[config.mk]
export PLATFORM = sky130hd
export DESIGN_NAME = octal_dac_frontend
export DESIGN_NICKNAME = d
export VERILOG_FILES = /design/src/rtl/octal_dac_pkg.sv /design/src/rtl/octal_dac_sync.sv /design/src/rtl/octal_dac_serial_rx.sv /design/src/rtl/octal_dac_decode.sv /design/src/rtl/octal_dac_channels.sv /design/src/rtl/octal_dac_frontend.sv
export SDC_FILE = /design/constraint.sdc
export NUM_CORES = 1
export LEC_CHECK = 0
export ABC_CLOCK_PERIOD_IN_PS = 2500
export BUFFER_PORTS_ARGS = -buffer_cell sky130_fd_sc_hd__buf_2
export CAP_MARGIN = 0
export CORE_MARGIN = 3
export CORE_UTILIZATION = 55
export CTS_BUF_LIST = sky130_fd_sc_hd__clkbuf_4 sky130_fd_sc_hd__clkbuf_8
export CTS_CLUSTER_SIZE = 14
export DETAILED_ROUTE_END_ITERATION = 8
export PLACE_DENSITY = 0.75
export SLEW_MARGIN = 20
export SYNTH_ARGS = -nofsm -noshare
export SYNTH_HDL_FRONTEND = slang
export SYNTH_SLANG_ARGS = --single-unit
export TNS_END_PERCENT = 10
[constraint.sdc]
create_clock -name clk -period 2.5 [get_ports clk]
set_input_delay 0.125 -clock clk [delete_from_list [all_inputs] [get_ports clk]]
set_output_delay 0.125 -clock clk [all_outputs]
set_load 0.03 [all_outputs]
[src/rtl/octal_dac_pkg.sv]
package octal_dac_pkg;

  localparam int CODE_W  = 16;
  localparam int FRAME_W = 32;
  localparam int ADDR_W  = 4;

  typedef enum logic [3:0] {
    CMD_WR_IN       = 4'd0,
    CMD_UPD         = 4'd1,
    CMD_WR_UPD_ALL  = 4'd2,
    CMD_WR_UPD_ONE  = 4'd3,
    CMD_PWRDN       = 4'd4,
    CMD_CLR_CODE    = 4'd5,
    CMD_LOAD_MASK   = 4'd6,
    CMD_SOFT_RESET  = 4'd7,
    CMD_REF         = 4'd8
  } cmd_e;

  typedef struct packed {
    logic [3:0]        pad_hi;
    logic [3:0]        cmd;
    logic [ADDR_W-1:0] addr;
    logic [CODE_W-1:0] code;
    logic [3:0]        pad_lo;
  } frame_t;

  // Code forced by the clear pin for a given selection.
  function automatic logic [CODE_W-1:0] clear_value(input logic [1:0] sel);
    case (sel)
      2'd0:    return '0;
      2'd1:    return {1'b1, {(CODE_W-1){1'b0}}};
      default: return '1;
    endcase
  endfunction

  // Address 15 is broadcast; otherwise exact match.
  function automatic logic chan_hit(input logic [ADDR_W-1:0] addr,
                                    input logic [ADDR_W-1:0] idx);
    return (addr == '1) || (addr == idx);
  endfunction

  function automatic logic is_code_write(input logic [3:0] cmd);
    return cmd <= 4'(CMD_WR_UPD_ONE);
  endfunction

endpackage

[src/rtl/octal_dac_sync.sv]
module octal_dac_sync #(
  parameter int          W       = 1,
  parameter int          STAGES  = 2,
  parameter logic [W-1:0] RST_VAL = '0
) (
  input  logic         clk,
  input  logic         rst_n,
  input  logic [W-1:0] d,
  output logic [W-1:0] q
);
  logic [W-1:0] stage_q [STAGES];

  always_ff @(posedge clk or negedge rst_n) begin
    if (!rst_n) begin
      for (int s = 0; s < STAGES; s++) stage_q[s] <= RST_VAL;
    end else begin
      stage_q[0] <= d;
      for (int s = 1; s < STAGES; s++) stage_q[s] <= stage_q[s-1];
    end
  end

  assign q = stage_q[STAGES-1];
endmodule

[src/rtl/octal_dac_serial_rx.sv]
module octal_dac_serial_rx #(
  parameter int FRAME_W = 32
) (
  input  logic               clk,
  input  logic               rst_n,
  input  logic               sync_n,
  input  logic               sclk,
  input  logic               din,
  output logic               frame_valid,
  output logic [FRAME_W-1:0] frame_word
);
  localparam int CNT_W = $clog2(FRAME_W + 1);

  logic       sync_s, sclk_s, din_s, sclk_prev;
  logic [2:0] pins_s;

  octal_dac_sync #(.W(3), .STAGES(2), .RST_VAL(3'b110)) u_pin_sync (
    .clk  (clk),
    .rst_n(rst_n),
    .d    ({sync_n, sclk, din}),
    .q    (pins_s)
  );
  assign {sync_s, sclk_s, din_s} = pins_s;

  logic               sclk_fall, in_frame, last_bit;
  logic [CNT_W-1:0]   bit_cnt;
  logic [FRAME_W-1:0] shift_q;

  assign sclk_fall = sclk_prev & ~sclk_s;
  assign in_frame  = ~sync_s;
  assign last_bit  = (bit_cnt == CNT_W'(FRAME_W - 1));

  always_ff @(posedge clk or negedge rst_n) begin
    if (!rst_n) begin
      sclk_prev   <= 1'b1;
      bit_cnt     <= '0;
      shift_q     <= '0;
      frame_valid <= 1'b0;
      frame_word  <= '0;
    end else begin
      sclk_prev   <= sclk_s;
      frame_valid <= 1'b0;
      if (!in_frame) begin
        bit_cnt <= '0;
      end else if (sclk_fall && bit_cnt != CNT_W'(FRAME_W)) begin
        shift_q <= {shift_q[FRAME_W-2:0], din_s};
        bit_cnt <= bit_cnt + 1'b1;
        if (last_bit) begin
          frame_valid <= 1'b1;
          frame_word  <= {shift_q[FRAME_W-2:0], din_s};
        end
      end
    end
  end
endmodule

[src/rtl/octal_dac_decode.sv]
module octal_dac_decode
  import octal_dac_pkg::*;
#(
  parameter int N_CH = 8
) (
  input  logic               frame_valid,
  input  logic [FRAME_W-1:0] frame_word,
  input  logic               ldac_low,
  input  logic [N_CH-1:0]    load_mask,
  output logic [N_CH-1:0]    wr_in,
  output logic [N_CH-1:0]    upd,
  output logic [CODE_W-1:0]  wr_data,
  output logic               pd_we,
  output logic [1:0]         pd_mode_new,
  output logic [N_CH-1:0]    pd_sel,
  output logic               clr_we,
  output logic [1:0]         clr_sel_new,
  output logic               mask_we,
  output logic [N_CH-1:0]    mask_new,
  output logic               soft_rst,
  output logic               ref_we,
  output logic               ref_new
);
  frame_t f;
  assign f = frame_t'(frame_word);

  logic c_wr, c_upd, c_all, c_one, c_codewr;
  assign c_wr     = frame_valid && f.cmd == CMD_WR_IN;
  assign c_upd    = frame_valid && f.cmd == CMD_UPD;
  assign c_all    = frame_valid && f.cmd == CMD_WR_UPD_ALL;
  assign c_one    = frame_valid && f.cmd == CMD_WR_UPD_ONE;
  assign c_codewr = frame_valid && is_code_write(f.cmd);

  assign wr_data = f.code;

  for (genvar i = 0; i < N_CH; i++) begin : g_ch
    logic hit;
    assign hit      = chan_hit(f.addr, ADDR_W'(i));
    assign wr_in[i] = hit && (c_wr || c_all || c_one);
    assign upd[i]   = (hit && (c_upd || c_one)) || c_all
                      || (c_codewr && (ldac_low || load_mask[i]));
  end

  assign pd_we       = frame_valid && f.cmd == CMD_PWRDN;
  assign pd_mode_new = frame_word[9:8];
  assign pd_sel      = frame_word[N_CH-1:0];

  assign clr_we      = frame_valid && f.cmd == CMD_CLR_CODE && frame_word[1:0] != 2'd3;
  assign clr_sel_new = frame_word[1:0];

  assign mask_we     = frame_valid && f.cmd == CMD_LOAD_MASK;
  assign mask_new    = frame_word[N_CH-1:0];

  assign soft_rst    = frame_valid && f.cmd == CMD_SOFT_RESET;

  assign ref_we      = frame_valid && f.cmd == CMD_REF;
  assign ref_new     = frame_word[0];
endmodule

[src/rtl/octal_dac_channels.sv]
module octal_dac_channels #(
  parameter int                N_CH       = 8,
  parameter int                CODE_W     = 16,
  parameter logic [CODE_W-1:0] RESET_CODE = '0
) (
  input  logic                     clk,
  input  logic                     rst_n,
  input  logic [N_CH-1:0]          wr_in,
  input  logic [N_CH-1:0]          upd,
  input  logic [CODE_W-1:0]        wr_data,
  input  logic                     soft_rst,
  input  logic                     ldac_fall,
  input  logic                     clr_act,
  input  logic [CODE_W-1:0]        clr_code,
  output logic [N_CH*CODE_W-1:0]   codes
);
  for (genvar i = 0; i < N_CH; i++) begin : g_ch
    logic [CODE_W-1:0] stage_q, out_q, stage_next;

    assign stage_next = wr_in[i] ? wr_data : stage_q;

    always_ff @(posedge clk or negedge rst_n) begin
      if (!rst_n) begin
        stage_q <= RESET_CODE;
        out_q   <= RESET_CODE;
      end else begin
        if (soft_rst) stage_q <= RESET_CODE;
        else          stage_q <= stage_next;

        if (clr_act)                out_q <= clr_code;
        else if (soft_rst)          out_q <= RESET_CODE;
        else if (ldac_fall || upd[i]) out_q <= stage_next;
      end
    end

    assign codes[i*CODE_W +: CODE_W] = out_q;
  end
endmodule

[src/rtl/octal_dac_frontend.sv]
module octal_dac_frontend
  import octal_dac_pkg::*;
#(
  parameter int N_CH         = 8,
  parameter bit RESET_TO_MID = 1'b0
) (
  input  logic                   clk,
  input  logic                   rst_n,
  input  logic                   sync_n,
  input  logic                   sclk,
  input  logic                   din,
  input  logic                   ldac_n,
  input  logic                   clr_n,
  output logic [N_CH*CODE_W-1:0] dac_code,
  output logic [2*N_CH-1:0]      pd_mode,
  output logic                   ref_en
);
  localparam logic [CODE_W-1:0] RESET_CODE = RESET_TO_MID ? clear_value(2'd1) : clear_value(2'd0);

  // Named internal events
  logic               frame_valid;
  logic [FRAME_W-1:0] frame_word;
  logic               ldac_s, clr_s, ldac_prev;
  logic               ldac_fall, ldac_low, clr_act;
  logic [1:0]         clr_sel;
  logic [N_CH-1:0]    load_mask;

  octal_dac_serial_rx #(.FRAME_W(FRAME_W)) u_rx (
    .clk        (clk),
    .rst_n      (rst_n),
    .sync_n     (sync_n),
    .sclk       (sclk),
    .din        (din),
    .frame_valid(frame_valid),
    .frame_word (frame_word)
  );

  octal_dac_sync #(.W(2), .STAGES(2), .RST_VAL(2'b11)) u_pin_sync (
    .clk  (clk),
    .rst_n(rst_n),
    .d    ({ldac_n, clr_n}),
    .q    ({ldac_s, clr_s})
  );

  always_ff @(posedge clk or negedge rst_n) begin
    if (!rst_n) ldac_prev <= 1'b1;
    else        ldac_prev <= ldac_s;
  end

  assign ldac_fall = ldac_prev & ~ldac_s;
  assign ldac_low  = ~ldac_s;
  assign clr_act   = ~clr_s;

  logic [N_CH-1:0]   wr_in, upd, pd_sel, mask_new;
  logic [CODE_W-1:0] wr_data;
  logic              pd_we, clr_we, mask_we, soft_rst, ref_we, ref_new;
  logic [1:0]        pd_mode_new, clr_sel_new;

  octal_dac_decode #(.N_CH(N_CH)) u_dec (
    .frame_valid(frame_valid),
    .frame_word (frame_word),
    .ldac_low   (ldac_low),
    .load_mask  (load_mask),
    .wr_in      (wr_in),
    .upd        (upd),
    .wr_data    (wr_data),
    .pd_we      (pd_we),
    .pd_mode_new(pd_mode_new),
    .pd_sel     (pd_sel),
    .clr_we     (clr_we),
    .clr_sel_new(clr_sel_new),
    .mask_we    (mask_we),
    .mask_new   (mask_new),
    .soft_rst   (soft_rst),
    .ref_we     (ref_we),
    .ref_new    (ref_new)
  );

  octal_dac_channels #(.N_CH(N_CH), .CODE_W(CODE_W), .RESET_CODE(RESET_CODE)) u_chan (
    .clk      (clk),
    .rst_n    (rst_n),
    .wr_in    (wr_in),
    .upd      (upd),
    .wr_data  (wr_data),
    .soft_rst (soft_rst),
    .ldac_fall(ldac_fall),
    .clr_act  (clr_act),
    .clr_code (clear_value(clr_sel)),
    .codes    (dac_code)
  );

  for (genvar i = 0; i < N_CH; i++) begin : g_pd
    logic [1:0] mode_q;
    always_ff @(posedge clk or negedge rst_n) begin
      if (!rst_n)                  mode_q <= 2'd0;
      else if (soft_rst)           mode_q <= 2'd0;
      else if (pd_we && pd_sel[i]) mode_q <= pd_mode_new;
    end
    assign pd_mode[2*i +: 2] = mode_q;
  end

  always_ff @(posedge clk or negedge rst_n) begin
    if (!rst_n) begin
      clr_sel   <= 2'd0;
      load_mask <= '0;
      ref_en    <= 1'b0;
    end else if (soft_rst) begin
      clr_sel   <= 2'd0;
      load_mask <= '0;
      ref_en    <= 1'b0;
    end else begin
      if (clr_we)  clr_sel   <= clr_sel_new;
      if (mask_we) load_mask <= mask_new;
      if (ref_we)  ref_en    <= ref_new;
    end
  end
endmodule

==> out/results.ini <==
[outcome]
status=finished clean

[detailed_routing]
dr.pass1.iters=5
via_per_inst=5.71
drt_wl_total_um=35100
antenna_left=0
drt_iter0_markers=841
drc=0
num_vias=9960
drt-wirelength-per-cell_um=20.1

[timing]
period_share_pct=92.5
finalCriticalPeriod_ps=2310
slew_headroom_pct=39.8
skew_ps=15.9
tns_ps=0
tightest_slew_ps=903
fmax_mhz=432
setup_viol=0
drv_slew=0
finalHoldViolCount=0
rsz0062_at_grt=false
hold_ws_ps=136

[critical_path]
crit_slowest_cell=dfrtp_1
path_class=flop to flop
cp.arrival_ps=2770
critPathMaxStageDelay_ps=450
worstSetupEndpointType=flop
reg2reg_depth=5
worstSetupStartpointType=flop
crit_fanout=15
rr_startpoint=u_rx.frame_word[26]
crit_start=u_rx.frame_word[26]
crit_chain=and4bb_2, or3b_2, nand4_1, nand2_1, o22a_1
required_ps=2960

[grt]
grt_pass1_wl_um=56700
antenna_found_initial=0
overflow=0
grt_max_degree=163
grt_pass1_vias=10100
track_usage_pct=25.0

[placement]
gp_congestion=0.827
place_area_sq_um=15800
dp_hpwl_um=21500
io_buffer_count=151

[layout]
fin_nets=1378
antennaDiodeCount=0
final_cell_mix=dfrtp_1 (347), nor2_1 (244), buf_2 (150), mux2i_1 (130), o22a_1 (122)
stdcell_area_sq_um=17000
syn_to_final_growth_pct=16.8
mostFrequentLayoutCell=dfrtp_1
final_util_pct=66.5
drive_above_1_share_pct=27.1

[clock_network]
root_buffer=clkbuf_8
post_cts_resized=0
cts_made_buffers=56
cts_tree=built
h-tree-depth=2
clock_sinks=357
hold_buffers=6
clock_path_buffers=3
post_cts_buffers=0
insertion_delay_ps=580
cts.clk_slew.worst_paths_ps=60

[synth]
async_flop_share_pct=100
yosys_warnings=0
synthCells=1205
mappedNetlistArea_sq_um=14600
yosysTopAreaCellShare_pct=59.5
synth_area_leaders=dfrtp_1 (60%), mux2i_1 (8.9%), o22a_1 (7.3%)
synth_edf_count=0
yosysSeqAreaShare_pct=61.3
synth_top_area_cell=dfrtp_1
ys.flop_type=dfrtp_1
synth.distinct_cells=49
ys_seq_elements=357
syn_nets=1214
synth_area_per_cell_sq_um=12.1

[floorplanning]
fp.dieArea_sq_um=28500
start_util_pct=56.9
fp.dieW_um=169
rows=58
ioPinCount=152
die_y_um=169
coreArea_sq_um=25600

[power]
cellLeakagePower_nw=9.03
power-per-cell-area_nw_per_um2=720
ir_drop_v=0.000421

[job]
drv_cap=0

[hold_path]
hp-class=input pin to async pin

-- flip-flops by register name, indices dropped and copies added, names as in the netlist --
register,count
u_pin_sync.q,2
clr_sel,2
u_chan.g_ch.stage_q,128
g_pd.mode_q,16
u_rx.bit_cnt,6
u_rx.u_pin_sync.stage_q,3
u_rx.shift_q,27
ldac_prev,1
ref_en,1
u_chan.g_ch.out_q,128
u_rx.u_pin_sync.q,3
u_rx.frame_valid,1
u_rx.sclk_prev,1
u_pin_sync.stage_q,2
u_rx.frame_word,28
load_mask,8
-- worst max-delay path, delay by kind of cell (launching register included) --
family | cells | cell delay (ps)
simple gates | 4 | 1420
flops | 1 | 450
compound gates | 1 | 330
-- layer usage --
metal  vias to the layer above  track usage (%)  routed length (um)
met5                         -                0                   0
li1                       4545                -                   -
met2                       284             39.5               16600
met1                      5061             35.9               15500
met3                        70             4.32                1920
met4                         0             8.11                1040
-- final cells by class --
class                           count  area, sq um
Sequential cell                   357         8950
Fill cell                        1931         8590
Multi-Input combinational cell    749         5170
Timing Repair Buffer              199         1290
Clock buffer                       96         1150
Tap cell                          330          413
Clock inverter                      7         38.8
Inverter                            6         22.5
-- where the power goes --
group	switching [mW]	total, mW	internal, mW
logic	0.696	1.03	0.330
clock network	2.18	5.07	2.89
registers	0.148	6.16	6.01
-- cell usage after synthesis (2+ instances only) --
cell type / count
a21oi_1: 16
nand2b_1: 8
nor4_4: 3
and4_1: 2
ha_1: 2
a22o_1: 2
o211ai_1: 7
buf_4: 16
nor3b_1: 2
nor2_1: 244
buf_2: 19
o21a_1: 8
nand4_1: 9
mux2_2: 55
mux2i_1: 130
nor3_1: 16
o22a_1: 122
nor4b_1: 5
nand3_1: 17
or3b_2: 3
and3_1: 2
o21ai_0: 17
xor2_1: 6
nand2_1: 46
clkbuf_1: 44
o211ai_2: 5
nor2b_1: 5
dfstp_2: 10
dfrtp_1: 347
inv_1: 5
buf_1: 10
xnor2_1: 2
buf_6: 4
-- per-stage QoR --
step                      cells  worst slack (ps)  power (mW)
final                      1744               187        12.3
after global routing       1744              30.0        12.8
after CTS                  1744               179        12.4
after detailed placement   1635               189        7.29
after global placement     1635               248        7.26
after floorplan            1205               232        6.85
-- logic make-up (layout without fill, tap and decap cells) --
family | after synthesis | in the layout | share of synthesized area [%]
compound gates | 182 | 182 | 10.1
xor+xnor | 8 | 8 | 0.480
fa+ha+maj | 2 | 2 | 0.172
buf+inv | 99 | 308 | 3.33
flops | 357 | 357 | 61.3
mux | 185 | 185 | 13.2
simple gates | 372 | 372 | 11.4
-- final timing paths --
kind                            slack (ps)                         end
worst max-delay path                   190    u_chan.g_ch[3].out_q[13]
worst min-delay path                   140  u_chan.g_ch[3].stage_q[12]
worst max register to register         190    u_chan.g_ch[3].out_q[13]
worst min register to register         350             u_pin_sync.q[1]
max in group asynchronous             1590                   ldac_prev
min in group clk                       180  u_rx.u_pin_sync.stage_q[4]
(Power assumes the default switching activity.)
